## config.mk

```make
export PLATFORM = sky130hd
export DESIGN_NAME = adc_seq_master
export DESIGN_NICKNAME = d
export VERILOG_FILES = /design/src/rtl/adc_seq_pkg.sv /design/src/rtl/adc_seq_halfcnt.sv /design/src/rtl/adc_seq_shift.sv /design/src/rtl/adc_seq_master.sv
export SDC_FILE = /design/constraint.sdc
export NUM_CORES = 1
export LEC_CHECK = 0
export BUFFER_PORTS_ARGS = -buffer_cell sky130_fd_sc_hd__buf_2
export CAP_MARGIN = 10
export CORE_MARGIN = 2
export CORE_UTILIZATION = 55
export DETAILED_ROUTE_END_ITERATION = 10
export PLACE_DENSITY = 0.81
export SYNTH_ARGS = -nofsm -noshare
export SYNTH_HDL_FRONTEND = slang
export SYNTH_SLANG_ARGS = --single-unit
```

## constraint.sdc

```tcl
create_clock -name clk -period 3.51 [get_ports clk]
set_input_delay 0 -clock clk [delete_from_list [all_inputs] [get_ports clk]]
set_output_delay 0 -clock clk [all_outputs]
set_load 0.02 [all_outputs]
```

## src/rtl/adc_seq_pkg.sv

```systemverilog
package adc_seq_pkg;

    typedef enum logic [2:0] {
        S_IDLE,
        S_SETUP,
        S_HIGH,
        S_LOW,
        S_GAP
    } seq_state_t;

    localparam int CFG_BITS   = 8;
    localparam int ZERO_BYTES = 2;
    localparam int FRAME_BITS = CFG_BITS * (1 + ZERO_BYTES);
    localparam int RES_BITS   = 12;
    localparam int LEAD_PAD   = 1;
    localparam int DATA_FIRST = CFG_BITS + LEAD_PAD;
    localparam int DATA_LAST  = DATA_FIRST + RES_BITS - 1;
    localparam int HALVES_LOW = 2 * FRAME_BITS + 1;

    function automatic logic [CFG_BITS-1:0] make_cfg(
        input logic [2:0] sel,
        input logic       unip,
        input logic       single
    );
        return {1'b1, sel, unip, single, 2'b11};
    endfunction

endpackage

```

## src/rtl/adc_seq_halfcnt.sv

```systemverilog
module adc_seq_halfcnt #(
    parameter int DIV_W = 12
) (
    input  logic             clk,
    input  logic             rst_n,
    input  logic             run,
    input  logic [DIV_W-1:0] half_len,
    output logic             tick
);
    logic [DIV_W-1:0] cnt_q;

    assign tick = run && (cnt_q == DIV_W'(half_len - 1'b1));

    always_ff @(posedge clk) begin
        if (!rst_n) begin
            cnt_q <= '0;
        end else if (!run || tick) begin
            cnt_q <= '0;
        end else begin
            cnt_q <= cnt_q + 1'b1;
        end
    end
endmodule

```

## src/rtl/adc_seq_shift.sv

```systemverilog
module adc_seq_shift #(
    parameter int TX_BITS = 24,
    parameter int RX_BITS = 12
) (
    input  logic               clk,
    input  logic               rst_n,
    input  logic               load,
    input  logic [TX_BITS-1:0] load_word,
    input  logic               advance,
    input  logic               capture,
    input  logic               miso,
    output logic               mosi,
    output logic [RX_BITS-1:0] rx_word
);
    logic [TX_BITS-1:0] tx_q;
    logic [RX_BITS-1:0] rx_q;

    always_ff @(posedge clk) begin
        if (!rst_n) begin
            tx_q <= '0;
        end else if (load) begin
            tx_q <= load_word;
        end else if (advance) begin
            tx_q <= {tx_q[TX_BITS-2:0], 1'b0};
        end
    end

    always_ff @(posedge clk) begin
        if (!rst_n) begin
            rx_q <= '0;
        end else if (capture) begin
            rx_q <= {rx_q[RX_BITS-2:0], miso};
        end
    end

    assign mosi    = tx_q[TX_BITS-1];
    assign rx_word = rx_q;
endmodule

```

## src/rtl/adc_seq_master.sv

```systemverilog
module adc_seq_master
    import adc_seq_pkg::*;
#(
    parameter int CLK_KHZ = 250000,
    parameter int DIV_W   = 12
) (
    input  logic                clk,
    input  logic                rst_n,
    input  logic                start_req,
    input  logic [2:0]          chan_sel,
    input  logic                unipolar,
    input  logic                single_ended,
    input  logic [DIV_W-1:0]    half_div,
    output logic                busy,
    output logic                rate_err,
    output logic                result_valid,
    output logic [RES_BITS-1:0] result_data,
    output logic                sclk,
    output logic                cs_n,
    output logic                mosi,
    input  logic                miso
);
    localparam int MIN_HALF  = (CLK_KHZ + 3999) / 4000;
    localparam int LIMIT_CYC = CLK_KHZ * 120 / 1000;
    localparam int IDX_W     = $clog2(FRAME_BITS + 1);

    seq_state_t       state_q, state_d;
    logic [IDX_W-1:0] bit_cnt_q;
    logic             gap_half_q;
    logic [DIV_W-1:0] div_q;

    logic             tick;
    logic             accept, reject, load, advance, capture, cap_data;
    logic             last_bit;
    logic [IDX_W-1:0] next_idx;
    logic [31:0]      frame_cyc;
    logic             rate_ok;
    logic [RES_BITS-1:0] rx_word;
    logic             sclk_q, cs_n_q, valid_q, err_q;
    logic [RES_BITS-1:0] result_q;

    // admission check on the requested divider
    assign frame_cyc = 32'(half_div) * 32'(HALVES_LOW);
    assign rate_ok   = (32'(half_div) >= 32'(MIN_HALF)) &&
                       (frame_cyc <= 32'(LIMIT_CYC));

    assign last_bit = (bit_cnt_q == IDX_W'(FRAME_BITS - 1));
    assign next_idx = (state_q == S_SETUP) ? '0 : IDX_W'(bit_cnt_q + 1'b1);
    assign cap_data = capture &&
                      (next_idx >= IDX_W'(DATA_FIRST)) &&
                      (next_idx <= IDX_W'(DATA_LAST));

    adc_seq_halfcnt #(
        .DIV_W (DIV_W)
    ) u_halfcnt (
        .clk      (clk),
        .rst_n    (rst_n),
        .run      (state_q != S_IDLE),
        .half_len (div_q),
        .tick     (tick)
    );

    adc_seq_shift #(
        .TX_BITS (FRAME_BITS),
        .RX_BITS (RES_BITS)
    ) u_shift (
        .clk       (clk),
        .rst_n     (rst_n),
        .load      (load),
        .load_word ({make_cfg(chan_sel, unipolar, single_ended),
                     {(FRAME_BITS - CFG_BITS){1'b0}}}),
        .advance   (advance),
        .capture   (cap_data),
        .miso      (miso),
        .mosi      (mosi),
        .rx_word   (rx_word)
    );

    // next-state logic
    always_comb begin
        state_d = state_q;
        accept  = 1'b0;
        reject  = 1'b0;
        load    = 1'b0;
        advance = 1'b0;
        capture = 1'b0;
        unique case (state_q)
            S_IDLE: begin
                if (start_req) begin
                    if (rate_ok) begin
                        accept  = 1'b1;
                        load    = 1'b1;
                        state_d = S_SETUP;
                    end else begin
                        reject  = 1'b1;
                    end
                end
            end
            S_SETUP: begin
                if (tick) begin
                    capture = 1'b1;
                    state_d = S_HIGH;
                end
            end
            S_HIGH: begin
                if (tick) begin
                    advance = 1'b1;
                    state_d = S_LOW;
                end
            end
            S_LOW: begin
                if (tick) begin
                    if (last_bit) begin
                        state_d = S_GAP;
                    end else begin
                        capture = 1'b1;
                        state_d = S_HIGH;
                    end
                end
            end
            S_GAP: begin
                if (tick && gap_half_q) begin
                    state_d = S_IDLE;
                end
            end
            default: state_d = S_IDLE;
        endcase
    end

    // state register and frame bookkeeping
    always_ff @(posedge clk) begin
        if (!rst_n) begin
            state_q    <= S_IDLE;
            bit_cnt_q  <= '0;
            gap_half_q <= 1'b0;
            div_q      <= DIV_W'(1);
        end else begin
            state_q <= state_d;
            if (accept) begin
                bit_cnt_q <= '0;
                div_q     <= half_div;
            end else if (state_q == S_LOW && state_d == S_HIGH) begin
                bit_cnt_q <= bit_cnt_q + 1'b1;
            end
            if (state_q != S_GAP) begin
                gap_half_q <= 1'b0;
            end else if (tick) begin
                gap_half_q <= ~gap_half_q;
            end
        end
    end

    // registered outputs
    always_ff @(posedge clk) begin
        if (!rst_n) begin
            sclk_q   <= 1'b0;
            cs_n_q   <= 1'b1;
            valid_q  <= 1'b0;
            err_q    <= 1'b0;
            result_q <= '0;
        end else begin
            sclk_q  <= (state_d == S_HIGH);
            cs_n_q  <= !(state_d == S_SETUP || state_d == S_HIGH ||
                         state_d == S_LOW);
            err_q   <= reject;
            valid_q <= (state_q == S_LOW) && (state_d == S_GAP);
            if ((state_q == S_LOW) && (state_d == S_GAP)) begin
                result_q <= rx_word;
            end
        end
    end

    assign busy         = (state_q != S_IDLE);
    assign rate_err     = err_q;
    assign result_valid = valid_q;
    assign result_data  = result_q;
    assign sclk         = sclk_q;
    assign cs_n         = cs_n_q;
endmodule

```

### Word-level counts from Yosys, hierarchy flattened

Cells that the tools add are included.

* bits in registers: 69
* input port bits: 21
* output and inout port bits: 18
* logic and storage cells: 72

* add/subtract/negate cells: 3
* $mul: 1
* order comparisons: 4
* equality and inequality tests: 11
* mux-type cells: 20
* bitwise logic cells: 2
* reduce and logical (&&, ||, !) cells: 19

Operators with widths (number)
* $mux 24: 2
* $mux 3: 7
* $le 18x15->1 const B: 1
* $mul 12x6->18 const B: 1
* $pmux 3 s5: 1
* $add 12x1->12 const B: 1
* $eq 12x12->1: 1
* $eq 3x2->1 const B: 4
* $ge 12x6->1 const B: 1
* $sub 12x1->12 const B: 1
* $mux 1: 8
* $logic_and 1x1->1: 7
* $eq 3x1->1 const B: 2
* $eq 3x3->1 const B: 2
* $reduce_or 2->1: 3
* $add 5x1->5 const B: 1
* $eq 5x5->1 const B: 1
* $ge 5x4->1 const B: 1
* $le 5x5->1 const B: 1
* $mux 5: 1
* $logic_not 3->1: 1
* $logic_or 1x1->1: 3
* $ne 3x3->1 const B: 1
* $reduce_and 3->1: 1
* 5 further kinds: 7

### Logic depth before layout (Yosys ltp)

* depth after elaboration: 10
* gate-level depth with buffers: 17
* gate-level depth less buffers: 16

### Hierarchy

A second synthesis with hierarchy kept.

* cells, all modules: 591
* area total of the unflattened synthesis: 5635.4 µm²

By module, submodules not included
* adc_seq_master: instances 1, cells an instance 321, area each 2935.3 µm², seq. area each 740.7 µm²
* adc_seq_shift: instances 1, cells an instance 145, area each 1720.4 µm², seq. area each 720.7 µm²
* adc_seq_halfcnt: instances 1, cells an instance 125, area each 979.7 µm², seq. area each 240.2 µm²

### Worst setup path before layout

OpenSTA, ideal clock, no wires.

* kind: input port to flip-flop
* from: in half_div[7]
* to: reg div_q[10]
* setup time: 0.071 ns
* arrival time: 3.441 ns
* data required time: 3.439 ns
* slack: -0.002 ns
* stages on the path: 14
* buffers on the path: 1
* path through: inv_1 ha_1 fa_1 ha_1 ha_1 a2111oi_0 o21a_1 nor2_1 o41ai_1 o21ai_1 a2111oi_2 clkbuf_1 nand3_1 a21oi_1

* cells in the longest elaborated chain, start to end: 6
* elaborated cells on any way between the ends: 7
* classes of those cells: mul (1); order compare (2); mux (3); reduce/logical (1)

Ends and longest elaborated chain
* start, declared: RTL line adc_seq_master.sv:13 `input logic [DIV_W-1:0] half_div,`
* $mul 12x6->18: RTL line adc_seq_master.sv:43 `assign frame_cyc = 32'(half_div) * 32'(HALVES_LOW);`
* $le 18x15->1: RTL line adc_seq_master.sv:45 `(frame_cyc <= 32'(LIMIT_CYC));`
* $logic_and 1x1->1 (*): RTL line adc_seq_master.sv:44 `assign rate_ok = (32'(half_div) >= 32'(MIN_HALF)) &&`
* $mux 1 (*): RTL line adc_seq_master.sv:90 `if (rate_ok) begin`
* $mux 1 (*): RTL line adc_seq_master.sv:89 `if (start_req) begin`
* $mux 1 (*): RTL line adc_seq_master.sv:87 `unique case (state_q)`
* end signal, assigned: RTL line adc_seq_master.sv:141 `div_q <= half_div;`
* end, declared: RTL line adc_seq_master.sv:30 `logic [DIV_W-1:0] div_q;`

Mark *: on every way between the ends. The rest lies on a longest branch, timed or not.
A chain may end at the register's enable or synchronous reset.

### Worst setup path after layout

* from: in half_div[6]
* to: reg u_shift.tx_q[22]

* cells in the longest elaborated chain, start to end: 7
* elaborated cells on any way between the ends: 9
* classes of those cells: mul (1); order compare (2); mux (4); reduce/logical (2)

Ends and longest elaborated chain
* $mul 12x6->18: RTL line adc_seq_master.sv:43
* $le 18x15->1: RTL line adc_seq_master.sv:45
* $logic_and 1x1->1 (*): RTL line adc_seq_master.sv:44
* $mux 1 (*): RTL line adc_seq_master.sv:90
* $mux 1 (*): RTL line adc_seq_master.sv:89
* $mux 1 (*): RTL line adc_seq_master.sv:87
* $mux 24 or $reduce_bool 2->1 (tied branches)
* end signal, assigned: RTL line adc_seq_shift.sv:22 `tx_q <= load_word;`
* end signal, assigned: RTL line adc_seq_shift.sv:24 `tx_q <= {tx_q[TX_BITS-2:0], 1'b0};`
* end, declared: RTL line adc_seq_shift.sv:15 `logic [TX_BITS-1:0] tx_q;`

Marked as above.

==> flow_metrics.env <==
export IMPL_syn_nets=604
export IMPL_worst_path_largest_cell_delay_ns=0.45
export IMPL_synthArstFlopShare=0
export IMPL_grt_max_degree=36
export IMPL_ioPinCount=39
export IMPL_design_area_um2=5530
export IMPL_grt_pass1_vias=3785
export IMPL_die_y_um=95.7
export IMPL_syn_cell_area_um2=4630
export IMPL_final_cell_mix="dfxtp_1 (69), nor2_1 (59), ha_1 (51)"
export IMPL_hpwl_um=7940
export IMPL_cp_depth=17
export IMPL_vias=4035
export IMPL_ir_drop_mv=0.250
export IMPL_p_int_w=0.00162
export IMPL_ff2ff_setup_slack_ns=0.26
export IMPL_diodes=0
export IMPL_dr_pass1_iters=5
export IMPL_row_count=33
export IMPL_slew_viol_final=0
export IMPL_synth_edf_count=0
export IMPL_clock_skew_ns=0.00836
export IMPL_reg2reg_from="div_q[0]"
export IMPL_dp_cells=692
export IMPL_power_frac_comb=0.440
export IMPL_powerDensity_nw_per_um2=479
export IMPL_tns_ns=0
export IMPL_nNetsFinal=685
export IMPL_hold_path_startpoint="half_div[10]"
export IMPL_p_leak_nw=2.51
export IMPL_hp_class="primary input to flop"
export IMPL_seq_area_frac_synth=0.299
export IMPL_cts_sinks=69
export IMPL_critPathBufInv=5
export IMPL_ys_warn_count=0
export IMPL_timing_rr_end="u_shift.rx_word[8]"
export IMPL_globalplace_congestion=0.957
export IMPL_port_buffers=38
export IMPL_synth_main_ff_cell="dfxtp_1"
export IMPL_status="complete, no violations"
export IMPL_core_um2=8180
export IMPL_cts_root_buf="clkbuf_8"
export IMPL_clk_latency_ns=0.35
export IMPL_crit_required_ns=3.75
export IMPL_routedWlPerCell_um=14.2
export IMPL_ys_ff_latch=69
export IMPL_fin_crit_sh=0.953
export IMPL_crit_end="u_shift.tx_q[22]"
export IMPL_overflow=0
export IMPL_fmax_mhz=299
export IMPL_pwr_share_seq=0.333
export IMPL_worst_slew_pin_transition_ns=0.675
export IMPL_cts_tree="built"
export IMPL_hold_violations=0
export IMPL_place_area_um2=5210
export IMPL_fin_crit_ns=3.34
export IMPL_slowest_stage="a2111oi_0"
export IMPL_ant_nets=0
export IMPL_crit_arrival_ns=3.58
export IMPL_dieArea_um2=9160
export IMPL_wl_um=10100
export IMPL_r2r_cells=10
export IMPL_syn_inst=524
export IMPL_drt_iter0_drc=173
export IMPL_final_common_cell="dfxtp_1"
export IMPL_synth_top_area_share=0.299
export IMPL_synth_area_top_cells="dfxtp_1 (30%), ha_1 (14%), mux2i_1 (6.9%)"
export IMPL_layoutNonFillerInstCount=715
export IMPL_initial_core_util=0.566
export IMPL_track_usage=0.231
export IMPL_end_kind="flop"
export IMPL_syn_area_per_cell_um2=8.83
export IMPL_slew_headroom=0.550
export IMPL_cts_made_buffers=9
export IMPL_swShare=0.390
export IMPL_fp_dieW_um=95.7
export IMPL_clk_pin_slew_ns=0.08
export IMPL_setup_viol=0
export IMPL_htreeDepth=3
export IMPL_clk_path_buf_depth=2
export IMPL_yosysTopAreaCell="dfxtp_1"
export IMPL_path_delay_family="compound AO/OA/AOI/OAI gates"
export IMPL_area_growth_pct=19.6
export IMPL_viasPerCell=5.64
export IMPL_p_switching_w=0.00103
export IMPL_critical_path_max_fanout=4
export IMPL_grt_pass1_wl_um=16700
export IMPL_drive_gt1_frac=0.210
export IMPL_synth_cell_types=68
export IMPL_post_route_drc_count=0
export IMPL_startpoint="half_div[6]"
export IMPL_antenna_found_initial=0
export IMPL_worstSetupStartpointType="primary input"
export IMPL_clockPowerShare=0.227
export IMPL_path_cells="buf_2 -> inv_1 -> ha_1 -> fa_1 -> ha_1 -> ha_1 -> a2111oi_0 -> o21a_1 -> nor2_1 -> buf_4 -> a211oi_1 -> o21ai_1 -> a2111o_1 -> buf_4 -> buf_4 -> o31ai_2 -> a21oi_1"
export IMPL_max_cap_violations=0
export IMPL_worstSetupPathType="primary input to flop"
-- metrics by stage --
| stage | total power [W] | hold WS, ns | worst slack [ns] | utilization |
|---|---|---|---|---|
| 6_report | 0.00265 | 0.0520 | 0.165 | 0.677 |
| 5_1_grt | 0.00282 | 0.0831 | -0.00735 | 0.677 |
| 4_1_cts | 0.00260 | 0.0483 | 0.0344 | 0.668 |
| 3_3_place_gp | 0.00195 | 0.234 | -0.198 | 0.637 |
| 2_1_floorplan | 0.00168 | 0.144 | 0.0285 | - |
| 3_5_place_dp | 0.00200 | 0.245 | -0.322 | 0.637 |
-- registers in the layout, indices dropped and copies added, names as in the netlist --
register and cells:
result_valid 1, rate_err 1, cs_n 1, u_shift.rx_word 12
result_data 12, state_q 3, u_halfcnt.cnt_q 12, u_shift.tx_q 8
sclk 1, bit_cnt_q 5, div_q 12, gap_half_q 1
-- area by class of cell --
cell class,instances,area [um2]
Sequential cell,69,1380
Clock buffer,9,124
Tap cell,105,131
Clock inverter,7,57.6
Multi-Input combinational cell,396,3080
Inverter,35,131
Timing Repair Buffer,94,628
Fill cell,637,2640
-- layer usage --
| layer | GRT usage | vias up | wire [um] |
|---|---|---|---|
| li1 | - | 2035 | - |
| met5 | 0 | - | 0 |
| met1 | 0.288 | 1882 | 4460 |
| met2 | 0.405 | 94 | 5040 |
| met3 | 0.0415 | 24 | 417 |
| met4 | 0.0726 | 0 | 223 |
-- worst min-delay path, cell delays in order --
cell and delay, ns:
buf_2 0.10, buf_4 0.13, nand3_1 0.06, a21oi_1 0.05
-- power by group through the flow --
stage | sequential (W) | combinational (W) | clock (W)
2_1_floorplan | 0.000889 | 0.000792 | 0
3_3_place_gp | 0.000897 | 0.00106 | 0
3_5_place_dp | 0.000899 | 0.00110 | 0
4_1_cts | 0.000881 | 0.00111 | 0.000604
5_1_grt | 0.000890 | 0.00129 | 0.000638
6_report | 0.000882 | 0.00117 | 0.000601
-- how the worst min path moves through the flow --
stage | endpoint | depth (start not counted)
after floorplan | u_shift.rx_word[0] | 2
after global placement | u_shift.rx_word[0] | 3
after detailed placement | u_shift.rx_word[0] | 3
after CTS | div_q[10] | 4
after global routing | div_q[2] | 4
final | div_q[10] | 4
-- what timing repair did --
item / CTS / global route
gates resized for setup: 0 / 12
endpoints found under the hold margin: 8 / 0
setup endpoints to repair: 0 / 26
buffers inserted: 0 / 0
hold buffers: 7 / 0
-- Yosys cell counts, types with 6 or more instances --
library cell	number
nor3_1	12
mux2i_1	32
nand4_1	7
nor2_1	59
nand3_1	20
xnor2_1	17
and3_1	7
dfxtp_1	69
fa_1	7
nor4_1	7
nand2_1	25
ha_1	52
o31ai_1	6
xor2_1	16
clkbuf_1	17
o21ai_0	19
inv_1	35
a21oi_1	26
-- cells by family (layout without fill, tap and decap cells) --
kind of cell,Yosys count,count (layout),synth area share
and+or+nand+nor,168,168,0.194
AOI/OAI and AO/OA,102,102,0.148
DFF,69,69,0.299
adders and majority gates,60,60,0.173
buffers and inverters,59,145,0.0522
xor gates and xnor gates,33,33,0.0625
muxes,33,33,0.0717
No activity file was read; power rests on OpenSTA's default activity.
